`src/rtl/spi_fw_pkg.sv`:
```
package spi_fw_pkg;
  typedef enum logic [2:0] {
    ST_IDLE,
    ST_CS_SETUP,
    ST_SEND,
    ST_WAIT_DONE,
    ST_CS_HOLD,
    ST_FINISH
  } fw_state_e;
endpackage

```
`src/rtl/spi_fw_aligner.sv`:
```
// Shifts the captured word up and slices it into bytes, slot 0 sent first.
module spi_fw_aligner #(
  parameter int WORD_W    = 24,
  parameter int BYTE_W    = 8,
  parameter int NUM_BYTES = 3,
  parameter int SHIFT     = 6
) (
  input  logic [WORD_W-1:0]                  word,
  output logic [NUM_BYTES-1:0][BYTE_W-1:0]   slots
);
  localparam int FRAME_W = NUM_BYTES * BYTE_W;
  localparam int EXT_W   = (WORD_W + SHIFT > FRAME_W) ? WORD_W + SHIFT : FRAME_W;

  logic [EXT_W-1:0]   ext;
  logic [FRAME_W-1:0] frame;

  assign ext   = EXT_W'(word) << SHIFT;
  assign frame = ext[FRAME_W-1:0];

  for (genvar i = 0; i < NUM_BYTES; i++) begin : g_slot
    assign slots[i] = frame[FRAME_W-1-i*BYTE_W -: BYTE_W];
  end
endmodule

```
`src/rtl/spi_fw_hold_timer.sv`:
```
// Down-counter for the idle gap before chip select release.
module spi_fw_hold_timer #(
  parameter int HOLD_W = 4
) (
  input  logic              clk,
  input  logic              rst,
  input  logic              load,
  input  logic              dec,
  input  logic [HOLD_W-1:0] value,
  output logic              zero
);
  logic [HOLD_W-1:0] cnt;

  always_ff @(posedge clk) begin
    if (rst) begin
      cnt <= '0;
    end else if (load) begin
      cnt <= value;
    end else if (dec && cnt != '0) begin
      cnt <= cnt - 1'b1;
    end
  end

  assign zero = (cnt == '0);
endmodule

```
`src/rtl/spi_fw_ctrl.sv`:
```
// Frame state machine with registered strobes and chip select.
module spi_fw_ctrl
  import spi_fw_pkg::*;
#(
  parameter int NUM_BYTES = 3,
  parameter int SEL_W     = (NUM_BYTES > 1) ? $clog2(NUM_BYTES) : 1
) (
  input  logic             clk,
  input  logic             rst,
  input  logic             start,
  input  logic             tx_empty,
  input  logic             byte_done,
  input  logic             hold_zero,
  output logic             latch_en,
  output logic             issue,
  output logic             hold_load,
  output logic             hold_dec,
  output logic [SEL_W-1:0] sel,
  output logic             cs_n,
  output logic             busy,
  output logic             done,
  output logic             tx_load,
  output logic             tx_clr
);
  fw_state_e state;
  logic      last;

  assign last = (sel == SEL_W'(NUM_BYTES - 1));

  always_comb begin
    latch_en  = (state == ST_IDLE) && start;
    issue     = (state == ST_SEND) && tx_empty;
    hold_load = (state == ST_WAIT_DONE) && byte_done && last;
    hold_dec  = (state == ST_CS_HOLD);
  end

  always_ff @(posedge clk) begin
    if (rst) begin
      state   <= ST_IDLE;
      sel     <= '0;
      cs_n    <= 1'b1;
      busy    <= 1'b0;
      done    <= 1'b0;
      tx_load <= 1'b0;
      tx_clr  <= 1'b0;
    end else begin
      done    <= 1'b0;
      tx_load <= 1'b0;
      tx_clr  <= 1'b0;
      case (state)
        ST_IDLE: begin
          if (start) begin
            state  <= ST_CS_SETUP;
            cs_n   <= 1'b0;
            busy   <= 1'b1;
            tx_clr <= 1'b1;   // flush any stale completion flag
            sel    <= '0;
          end
        end
        ST_CS_SETUP: state <= ST_SEND;
        ST_SEND: begin
          if (tx_empty) begin
            tx_load <= 1'b1;
            state   <= ST_WAIT_DONE;
          end
        end
        ST_WAIT_DONE: begin
          if (byte_done) begin
            tx_clr <= 1'b1;
            if (last) begin
              state <= ST_CS_HOLD;
            end else begin
              sel   <= sel + 1'b1;
              state <= ST_SEND;
            end
          end
        end
        ST_CS_HOLD: begin
          if (hold_zero) state <= ST_FINISH;
        end
        ST_FINISH: begin
          cs_n  <= 1'b1;
          busy  <= 1'b0;
          done  <= 1'b1;
          state <= ST_IDLE;
        end
        default: state <= ST_IDLE;
      endcase
    end
  end
endmodule

```
`src/rtl/spi_frame_writer.sv`:
```
module spi_frame_writer #(
  parameter int WORD_W    = 24,
  parameter int BYTE_W    = 8,
  parameter int NUM_BYTES = 3,
  parameter int SHIFT     = 6,
  parameter int HOLD_W    = 4
) (
  input  logic              clk,
  input  logic              rst,
  input  logic              start,
  input  logic [WORD_W-1:0] word,
  input  logic [HOLD_W-1:0] hold_cycles,
  output logic              busy,
  output logic              done,
  output logic              cs_n,
  output logic [BYTE_W-1:0] tx_byte,
  output logic              tx_load,
  input  logic              tx_empty,
  input  logic              byte_done,
  output logic              tx_clr
);
  localparam int SEL_W = (NUM_BYTES > 1) ? $clog2(NUM_BYTES) : 1;

  logic [WORD_W-1:0]                word_q;
  logic [HOLD_W-1:0]                hold_q;
  logic [NUM_BYTES-1:0][BYTE_W-1:0] slots;
  logic [SEL_W-1:0]                 sel;
  logic latch_en, issue, hold_load, hold_dec, hold_zero;

  always_ff @(posedge clk) begin
    if (rst) begin
      word_q <= '0;
      hold_q <= '0;
    end else if (latch_en) begin
      word_q <= word;
      hold_q <= hold_cycles;
    end
  end

  spi_fw_aligner #(
    .WORD_W(WORD_W), .BYTE_W(BYTE_W), .NUM_BYTES(NUM_BYTES), .SHIFT(SHIFT)
  ) u_align (
    .word (word_q),
    .slots(slots)
  );

  spi_fw_ctrl #(.NUM_BYTES(NUM_BYTES), .SEL_W(SEL_W)) u_ctrl (
    .clk      (clk),
    .rst      (rst),
    .start    (start),
    .tx_empty (tx_empty),
    .byte_done(byte_done),
    .hold_zero(hold_zero),
    .latch_en (latch_en),
    .issue    (issue),
    .hold_load(hold_load),
    .hold_dec (hold_dec),
    .sel      (sel),
    .cs_n     (cs_n),
    .busy     (busy),
    .done     (done),
    .tx_load  (tx_load),
    .tx_clr   (tx_clr)
  );

  spi_fw_hold_timer #(.HOLD_W(HOLD_W)) u_hold (
    .clk  (clk),
    .rst  (rst),
    .load (hold_load),
    .dec  (hold_dec),
    .value(hold_q),
    .zero (hold_zero)
  );

  always_ff @(posedge clk) begin
    if (rst) begin
      tx_byte <= '0;
    end else if (issue) begin
      tx_byte <= slots[sel];
    end
  end
endmodule

```
`config.mk`:
```
export PLATFORM = sky130hd
export DESIGN_NAME = spi_frame_writer
export DESIGN_NICKNAME = d
export VERILOG_FILES = /design/src/rtl/spi_fw_pkg.sv /design/src/rtl/spi_fw_aligner.sv /design/src/rtl/spi_fw_hold_timer.sv /design/src/rtl/spi_fw_ctrl.sv /design/src/rtl/spi_frame_writer.sv
export SDC_FILE = /design/constraint.sdc
export NUM_CORES = 1
export LEC_CHECK = 0
export ABC_AREA = 1
export BUFFER_PORTS_ARGS = -buffer_cell sky130_fd_sc_hd__buf_2
export CAP_MARGIN = 20
export CELL_PAD_IN_SITES_DETAIL_PLACEMENT = 2
export CELL_PAD_IN_SITES_GLOBAL_PLACEMENT = 2
export CORE_AREA = 8 8 92 94
export CTS_CLUSTER_SIZE = 40
export DETAILED_ROUTE_END_ITERATION = 12
export DIE_AREA = 0 0 100 102
export PLACE_DENSITY_LB_ADDON = 0.12
export REMOVE_ABC_BUFFERS = 1
export SLEW_MARGIN = 20
export SYNTH_ARGS = -nofsm -noshare
export SYNTH_HDL_FRONTEND = slang
export SYNTH_SLANG_ARGS = --single-unit
```
`constraint.sdc`:
```
create_clock -name clk -period 1.83 [get_ports clk]
set_input_delay 0.2745 -clock clk [delete_from_list [all_inputs] [get_ports clk]]
set_output_delay 0.2745 -clock clk [all_outputs]
set_load 0.01 [all_outputs]
```
# Yosys cells after proc, flatten, opt, wreduce, memory -nomap -nowiden
# Index checks and enable logic that the tools add are counted.
[word_totals]
ff_bits = 44
input_bits = 33
out_inout_bits = 13
wordCells = 64
[op_classes]
n_addsub = 2
magnitude_cmp = 1
n_eq_ne = 11
n_mux = 23
bitwise = 1
reduce_logical = 15
[op_table]
columns = ["cell", "count"]
rows = [
  ["8-bit binary-select mux with 2-bit select", 1],
  ["3-bit 2-to-1 mux", 5],
  ["3-bit case mux with 5 select lines", 1],
  ["2-bit inequality test (second input constant)", 5],
  ["4-bit 2-to-1 mux", 2],
  ["8-bit 2-to-1 mux", 1],
  ["4-bit AND reduction", 2],
  ["3-bit by 2-bit == test with 1-bit output (second input constant)", 2],
  ["3-bit == test (second input constant)", 2],
  ["1-bit 2-to-1 mux", 6],
  ["2-bit 2-to-1 mux", 3],
  ["1-bit case mux with 2 select lines", 3],
  ["2-bit nonzero test", 3],
  ["1-bit logical AND", 5],
  ["4-bit logical NOT", 1],
  ["2-bit case mux with 2 select lines", 1],
  ["4-bit nonzero test", 1],
  ["4-bit by 1-bit subtractor with 4-bit output (second input constant)", 1],
  ["3-bit by 1-bit == test with 1-bit output (second input constant)", 1],
  ["3-bit logical NOT", 1],
  ["2-bit by 3-bit < comparator with 1-bit output (second input constant)", 1],
  ["2-bit by 1-bit adder with 2-bit output (second input constant)", 1],
  ["2-bit == test (second input constant)", 1],
  ["2-bit AND reduction", 1],
  ["other kinds (2)", 2],
]

# Longest topological paths before layout
# Gate-level depths: netlist (run 1).
[depth]
depth_word = 4
depth_mapped = 9
mapped_depth_nobuf = 9

# Cells and area by module
# Synthesis (run 1) repeated with hierarchy kept, for this count alone.
[unflattened]
hier_cells = 359
area_unflattened_um2 = 2631.3
[by_module_without_submodules]
columns = ["mod", "instances", "cells_per_inst", "area_each_um2", "seq_area_each_um2"]
rows = [
  ["spi_frame_writer", 1, 216, 1635.3, 720.7],
  ["spi_fw_ctrl", 1, 77, 538.0, 200.2],
  ["spi_fw_hold_timer", 1, 41, 274.0, 80.1],
  ["spi_fw_aligner", 1, 25, 183.9, 0.0],
]

# Worst setup path before layout (run 1)
# OpenSTA, ideal clock, no wires.
[synth_timing]
path_type = "register to register"
start = "reg u_ctrl.sel[0]"
end = "reg u_ctrl.sel[1]"
setup_time_ns = 0.115
arrival_ns = 1.353
required_ns = 1.715
setup_slack_ns = 0.362
stages_incl_launch_ff = 9
path_buffers = 1
synth_period_minus_slack_ns = 1.468
path_cell_list = "dfxtp_1 -> inv_1 -> clkbuf_1 -> ha_1 -> nand3_1 -> nor2_4 -> inv_1 -> a21oi_1 -> nor2_1"
[synth_via]
elab_chain_len = 4
elab_cells_between_ends = 7
cone_classes = "add/sub (1); eq/ne (2); mux (3); reduce/logical (1)"
[synth_lines]
columns = ["item", "line_no", "text"]
rows = [
  ["from (decl)", "spi_fw_ctrl.sv:18", "output logic [SEL_W-1:0] sel,"],
  ["from (signal assigned)", "spi_fw_ctrl.sv:73", "sel <= sel + 1'b1;"],
  ["2-bit by 1-bit adder with 2-bit output", "spi_fw_ctrl.sv:73", ""],
  ["2-bit 2-to-1 mux", "spi_fw_ctrl.sv:70", "if (last) begin"],
  ["2-bit 2-to-1 mux", "spi_fw_ctrl.sv:68", "if (byte_done) begin"],
  ["2-bit case mux with 2 select lines", "spi_fw_ctrl.sv:50", "case (state)"],
]
# Parallel ways exist; a longest one is shown, timed or not. The select of a mux whose other input is x is not followed.
# A chain may end at the register's enable or synchronous reset.

# Worst setup path after layout (run 1)
[layout_timing]
start = "reg u_ctrl.state[2]"
end = "reg tx_byte[2]"
[layout_via]
elab_chain_len = 2
[layout_lines]
columns = ["item", "line_no", "text"]
rows = [
  ["from (decl)", "spi_fw_ctrl.sv:25", "fw_state_e state;"],
  ["from (signal assigned)", "spi_fw_ctrl.sv:39", "state <= ST_IDLE;"],
  ["from (signal assigned)", "spi_fw_ctrl.sv:53", "state <= ST_CS_SETUP;"],
  ["from (signal assigned)", "spi_fw_ctrl.sv:60", "ST_CS_SETUP: state <= ST_SEND;"],
  ["3-bit by 2-bit == test with 1-bit output", "spi_fw_ctrl.sv:32", "issue = (state == ST_SEND) && tx_empty;"],
  ["1-bit logical AND", "spi_fw_ctrl.sv:32", ""],
  ["to (signal assigned)", "spi_frame_writer.sv:79", "tx_byte <= slots[sel];"],
  ["to (decl)", "spi_frame_writer.sv:16", "output logic [BYTE_W-1:0] tx_byte,"],
]
# Every way passes these cells.

==> run metrics, run 1 <==
layout cells sized above 1=28.24%; CTS resizes=0; GPL Wtd Cong=0.7678; most frequent cells in the layout=47 x nand2_1, 44 x dfxtp_1, 39 x buf_2, 27 x nor2_1; Root Driver=clkbuf_8; Mapped Cells=260; endpoints failing setup=0; Avg Inst Size Synth=7.777 sq um; CP required=2.03 ns; YS warnings=0; vias in the first global route=1,965; CP Class=reg -> reg; via count=1,820; # diodes=0; I/O Buffers=39; #FFs+latches synth=44; drt wl/cell=14.19 um; largest net degree at the start of global routing=27; H-tree depth=2; CTS sink cnt=44; r2r setup slk=between 0.2 and 0.3 ns; Initial Util=about 29%; Post-CTS Hold Buffers=0; Leak=1.069 nW; CORE AREA=7059 sq um; total CTS buffers=5; skew final=0.005478 ns; final period utilization=approximately 85%; VDD IR max=0.3364 mV; Setup crit end kind=flip-flop; CTS tree=yes; Max Slew Vio Count=0; Distinct cells, synth=29; Iteration-0 DRC Markers=17; layout net count=336; drt via density=4.550; drt first pass iters=4; HP Start=word[15]; leading cell type in the layout, fill and taps excluded=nand2_1; synthesized area=2022 sq um; worst relative slew slack=roughly 57%; WL final=~5700 um; DRC violation count after routing=0; sequential-to-total area share from yosys stat=a little over two fifths; status=finished, final reports clean; total track usage=11.89%; CP arrival=1.75 ns; worst-margin pin slew=0.6434 ns; Area Overhead vs Synth=20.24%; row cnt=31; beginning of the critical path=u_ctrl.state[2]; Boundary Pins=46; CP max FO=17; Finished Core Util=34.44%; post-route minimum period=1.553 ns; Post-Route Setup TNS=0 ns; post-CTS setup buffers=0; Critical R2R Capture=tx_byte[2]; worst reg2reg path depth=5; Hold Fails Final Rpt=0; Die W=100 um; Die Y=102 um; Antenna Nets Post-Route=0; Max Cap Viol=0; min-delay worst type=in -> reg; hold endpoint=word_q[15]; Worst-Skew Late Latency=0.30 ns; die area=10,200 sq um; global-route wire length before repair=9577 um; RSZ-0062 raised after global routing=no; Setup crit start kind=flip-flop; Worst-path clk slew=0.08 ns; initial antenna violation count=0; clock tree buffer depth=2; Max Freq=644.0 MHz; PwrDens=approximately 1400 nW/um^2; Remaining Overflow, GRT=0; hold path depth=3; R2R Path Start=u_ctrl.state[2]; hpwl dp=4074 um
## area by class of cell
class,count,area [sq um]
fillers,862,4628
multi-input cells,181,955.9
flip-flops and latches,44,880.8
repair buffers,46,247.7
well taps,99,123.9
inverters,23,93.84
clock buffers,5,68.82
clock inverters,2,60.06
## synthesized netlist by cell type
cell	number	area [sq um]
nand3b_1	1	7.510
nand2_4	1	11.26
nand2_2	11	68.82
a21oi_1	22	110.1
nand2_1	47	176.4
o21ai_2	1	8.760
xnor2_1	1	8.760
inv_6	1	8.760
inv_4	1	6.260
nand4_1	1	6.260
ha_1	2	25.02
buf_4	2	15.01
a31oi_1	2	12.51
inv_2	1	3.750
clkbuf_1	4	15.01
nand3_2	1	10.01
nor2_2	1	6.260
nor2_4	4	45.04
o21ai_0	22	110.1
buf_12	1	20.02
buf_8	1	15.01
nand3_1	22	110.1
nor2_1	27	101.4
buf_6	1	11.26
dfxtp_1	44	880.8
buf_2	3	15.01
a21oi_2	10	87.58
o211a_1	5	50.05
inv_1	20	75.07
## through the flow
step	hold slack (ns)	power, mW	cells	setup slack [ns]	cell area [sq um]
after floorplan	0.3369	2.103	248	0.4157	1931
after global routing	0.2126	3.652	400	0.07085	2431
after global placement	0.4337	2.500	393	0.3001	2302
after CTS	0.2007	3.452	400	0.2279	2431
after detailed placement	0.4418	2.553	393	0.2416	2302
final	0.2151	3.365	400	0.2771	2431
## cells by family after synthesis
family / after synthesis / share of synthesized area (%)
flops: 44 / 43.56
compound gates: 62 / 18.75
xor+xnor: 1 / 0.4332
simple gates: 116 / 26.86
buf+inv: 35 / 9.158
fa+ha+maj: 2 / 1.237
## routing by layer
metal	up-vias	part of all wire [%]	GRT usage, %
met5	-	0	0
met4	0	1.2	3.837
met3	7	4.4	3.338
met2	31	47	19.75
met1	848	48	14.48
li1	934	-	-
## power breakdown
part | switching, mW | leakage (nW) | internal [mW]
combinational | 0.749 | 0.645 | 0.431
clock | 0.335 | 0.0642 | 0.537
sequential | 0.149 | 0.360 | 1.16
total | 1.23 | 1.07 | 2.13
## registers in the layout (all words and copies together), names as in the netlist
name / cells
hold_q: 4
tx_byte: 8
u_ctrl.busy: 1
u_ctrl.cs_n: 1
u_ctrl.done: 1
u_ctrl.sel: 2
u_ctrl.state: 3
u_ctrl.tx_clr: 1
u_ctrl.tx_load: 1
u_hold.cnt: 4
word_q: 18
## worst max-delay path by stage
stage                          to  slack (ns)  depth (start not counted)
floorplan           u_ctrl.sel[0]        0.42                          7
global placement       tx_byte[0]        0.30                          5
detailed placement     tx_byte[2]        0.24                          5
CTS                    tx_byte[2]        0.23                          5
global route           tx_byte[2]        0.07                          5
finish                 tx_byte[2]        0.28                          5
## critical path: stages, from the launching register on
cell and delay, ns:
dfxtp_1 0.44, inv_1 0.19, nand3_2 0.13, nor2_4 0.35
o21ai_0 0.20, o211a_1 0.15
Note: power is estimated with default switching activity, not from simulation.
==> run 2, diff against run 1 <==
ABC_AREA = 0   (was 1)
CORE_AREA = 8 8 90 92   (was 8 8 92 94)
DIE_AREA = 0 0 98 100   (was 0 0 100 102)
clock period = 1.6 ns   (was 1.83 ns; I/O delays follow)
==> run 2 against run 1 <==
Register-to-register slack got worse by 0.14 ns. Largest cell class unchanged. Utilization increased by 0.84 points. Final cell count decreased by 13%. Critical path depth increased by 1. Critical endpoint is now u_hold.cnt[3]. Area after synthesis decreased by 4.7%.
==> run metrics, run 2 <==
status=finished, final reports clean (unchanged); Area contributors post-synth=dfxtp_1 46%, nand2_1 9.5%, a21oi_1 9.1%, mux2i_1 6.2%, nor2_1 2.7% (was dfxtp_1 44%, nand2_1 8.7%, a21oi_1 5.4%, nand3_1 5.4%, o21ai_0 5.4%); clock tree buffer depth=2 (unchanged); ys flop type=dfxtp_1 (unchanged); Die W=98 um (was 100 um); row cnt=30 (was 31); RSZ-0062 raised after global routing=no (unchanged); initial antenna violation count=0 (unchanged); Distinct cells, synth=42 (was 29); crit path max-delay cell type=mux2_4 (was dfxtp_1); via count=1,719 (was 1,820); leading cell type in the layout, fill and taps excluded=nand2_1 (unchanged); CP Class=reg -> reg (unchanged); fin cells=350 (was 400); Regs by FF count=word_q (18), tx_byte (8) (unchanged); CP top delay family=compound AO/OA/AOI/OAI gates (was simple AND/OR/NAND/NOR gates); vias in the first global route=1,890 (was 1,965); HP Start=word[0] (was word[15]); CTS sink cnt=44 (unchanged); final period utilization=91.68% (was 84.86%); WL final=5226 um (was 5675 um); hpwl dp=3730 um (was 4074 um); CP required=1.83 ns (was 2.03 ns); Initial Util=29.00% (was 28.64%); PwrDens=1054 nW/um^2 (was 1384 nW/um^2); Antenna Nets Post-Route=0 (unchanged); post-layout total power=2.471 mW (was 3.365 mW); Setup crit start kind=flip-flop (unchanged); Root Driver=clkbuf_8 (unchanged); Boundary Pins=46 (unchanged); Leak=0.9268 nW (was 1.069 nW); Critical R2R Capture=u_hold.cnt[3] (was tx_byte[2]); worst relative slew slack=63.23% (was 57.06%); Synth top area share=45.71% (was 43.56%); Mapped Cells=227 (was 260); post-placement cell area=2243 sq um (was 2302 sq um); total track usage=11.25% (was 11.89%); hold endpoint=word_q[0] (was word_q[15]); Worst-path clk slew=0.09 ns (was 0.08 ns); most frequent cell after synthesis=nand2_1 (unchanged); #FFs+latches synth=44 (unchanged); drt first pass iters=3 (was 4); min-delay worst type=in -> reg (unchanged); Area Overhead vs Synth=21.62% (was 20.24%); endpoints failing setup=0 (unchanged); drt wl/cell=14.93 um (was 14.19 um); Die Y=100 um (was 102 um); max FFs per register=18 (unchanged); Worst-Skew Late Latency=0.30 ns (about the same); Max Slew Vio Count=0 (unchanged); R2R Path Start=u_hold.cnt[0] (was u_ctrl.state[2]); DP Cell Count=342 (was 393); Avg Inst Size Synth=8.488 sq um (was 7.777 sq um); VDD IR max=0.5105 mV (was 0.3364 mV); hold path depth=3 (unchanged); Commonest cells post-synth=49 x nand2_1, 44 x dfxtp_1, 35 x a21oi_1 (was 47 x nand2_1, 44 x dfxtp_1, 27 x nor2_1); worst reg2reg path depth=6 (was 5); CP max FO=6 (was 17); post-route minimum period=1.467 ns (was 1.553 ns); Iteration-0 DRC Markers=32 (was 17); largest net degree at the start of global routing=28 (was 27); r2r setup slk=0.13 ns (was 0.28 ns); drt via density=4.911 (was 4.550); slowest stage delay, CP=0.34 ns (was 0.44 ns); worst-margin pin slew=0.5515 ns (was 0.6434 ns); most frequent cells in the layout=49 x nand2_1, 44 x dfxtp_1, 39 x buf_2, 35 x a21oi_1, 14 x nor2_1 (was 47 x nand2_1, 44 x dfxtp_1, 39 x buf_2, 27 x nor2_1); GPL Wtd Cong=0.7103 (was 0.7678); pre-CTS setup slack=0.09871 ns (was 0.2416 ns); Remaining Overflow, GRT=0 (unchanged); cell area after layout=2344 sq um (was 2431 sq um); Synth area leader=dfxtp_1 (unchanged); Setup crit end kind=flip-flop (unchanged); WP buf/inv=1 (unchanged); layout net count=304 (was 336); synthesized area=1927 sq um (was 2022 sq um); Max Cap Viol=0 (unchanged); EDFF count, synth=0 (unchanged); CORE AREA=6644 sq um (was 7059 sq um); # diodes=0 (unchanged); I/O Buffers=39 (unchanged); largest register by flop count=word_q (unchanged); CP arrival=1.70 ns (was 1.75 ns); sequential-to-total area share from yosys stat=45.71% (was 43.56%); Post-CTS Hold Buffers=0 (unchanged); total CTS buffers=5 (unchanged); YS warnings=0 (unchanged); DRC violation count after routing=0 (unchanged); die area=9800 sq um (was 10,200 sq um); Hold Fails Final Rpt=0 (unchanged); global-route wire length before repair=9045 um (was 9577 um); Max Freq=681.7 MHz (was 644.0 MHz); worst-path cell chain=inv_1 > ha_1 > nand2b_1 > o21ai_2 > mux2_4 > o22ai_2 (was inv_1 > nand3_2 > nor2_4 > o21ai_0 > o211a_1); skew final=0.006640 ns (was 0.005478 ns); layout cells sized above 1=26.30% (was 28.24%); worst setup margin=0.1332 ns (was 0.2771 ns); CTS tree=yes (unchanged); H-tree depth=2 (unchanged); Async SR Flop Fraction=0% (unchanged)
[run 2: power breakdown]
part | switching, mW | internal (mW)
combinational | 0.286 | 0.218
clock | 0.387 | 0.345
sequential | 0.0496 | 1.19
[run 2: worst register-to-register path, delay by kind of cell, from the launching register on]
family                   cells  cell delay [ns]
AND/OR/NAND/NOR              1             0.11
adder cells (fa/ha/maj)      1             0.16
AO/OA/AOI/OAI                2             0.38
multiplexers                 1             0.34
flip-flops                   1             0.33
buffers and inverters        1             0.07
[run 2: cells by family after synthesis]
kind of cell	after synthesis	synth area share, %
fa+ha+maj	2	1.298
flops	44	45.71
buf+inv	22	5.844
compound gates	52	16.17
simple gates	94	23.96
mux	13	7.013
[run 2: how the worst max path moves through the flow]
stage | cells after the start | from | slack [ns] | endpoint
finish | 6 | u_hold.cnt[0] | 0.13 | u_hold.cnt[3]
detailed placement | 6 | u_ctrl.sel[0] | 0.1 | u_ctrl.sel[1]
global placement | 4 | u_ctrl.state[1] | 0.15 | word_q[6]
CTS | 6 | u_ctrl.sel[0] | 0.03 | u_ctrl.sel[1]
floorplan | 6 | u_ctrl.sel[0] | -0.08 | u_ctrl.sel[1]
global route | 6 | u_hold.cnt[0] | 0.04 | u_hold.cnt[3]
[run 2: what timing repair did]
item	in CTS	in global routing
buffers inserted	0	0
setup endpoints to repair	0	2
gates resized for setup	0	2
[run 2: layout make-up]
type,count,area (sq um)
fillers,796,4300
multi-input cells,161,940.9
flip-flops and latches,44,880.8
repair buffers,50,302.8
well taps,80,100.1
clock buffers,6,82.58
inverters,7,26.28
clock inverters,2,10.01
[run 2: layer usage]
layer	share of wire [%]	routed length [um]	global-route usage, %	vias to the layer above
li1	-	-	-	856
met1	45	2362	12.77	829
met5	0	0	0	-
met4	1.4	75	4.317	0
met2	50	2600	19.76	25
met3	3.6	188	2.907	9
[run 2: metrics by stage]
step / utilization, % / hold slack (ns) / setup TNS (ns)
after floorplan: - / 0.3091 / -0.07713
after global placement: 33.77 / 0.4422 / 0
after detailed placement: 33.77 / 0.4528 / 0
after CTS: 35.16 / 0.1611 / 0
after global routing: 35.27 / 0.1737 / 0
final: 35.27 / 0.1679 / 0
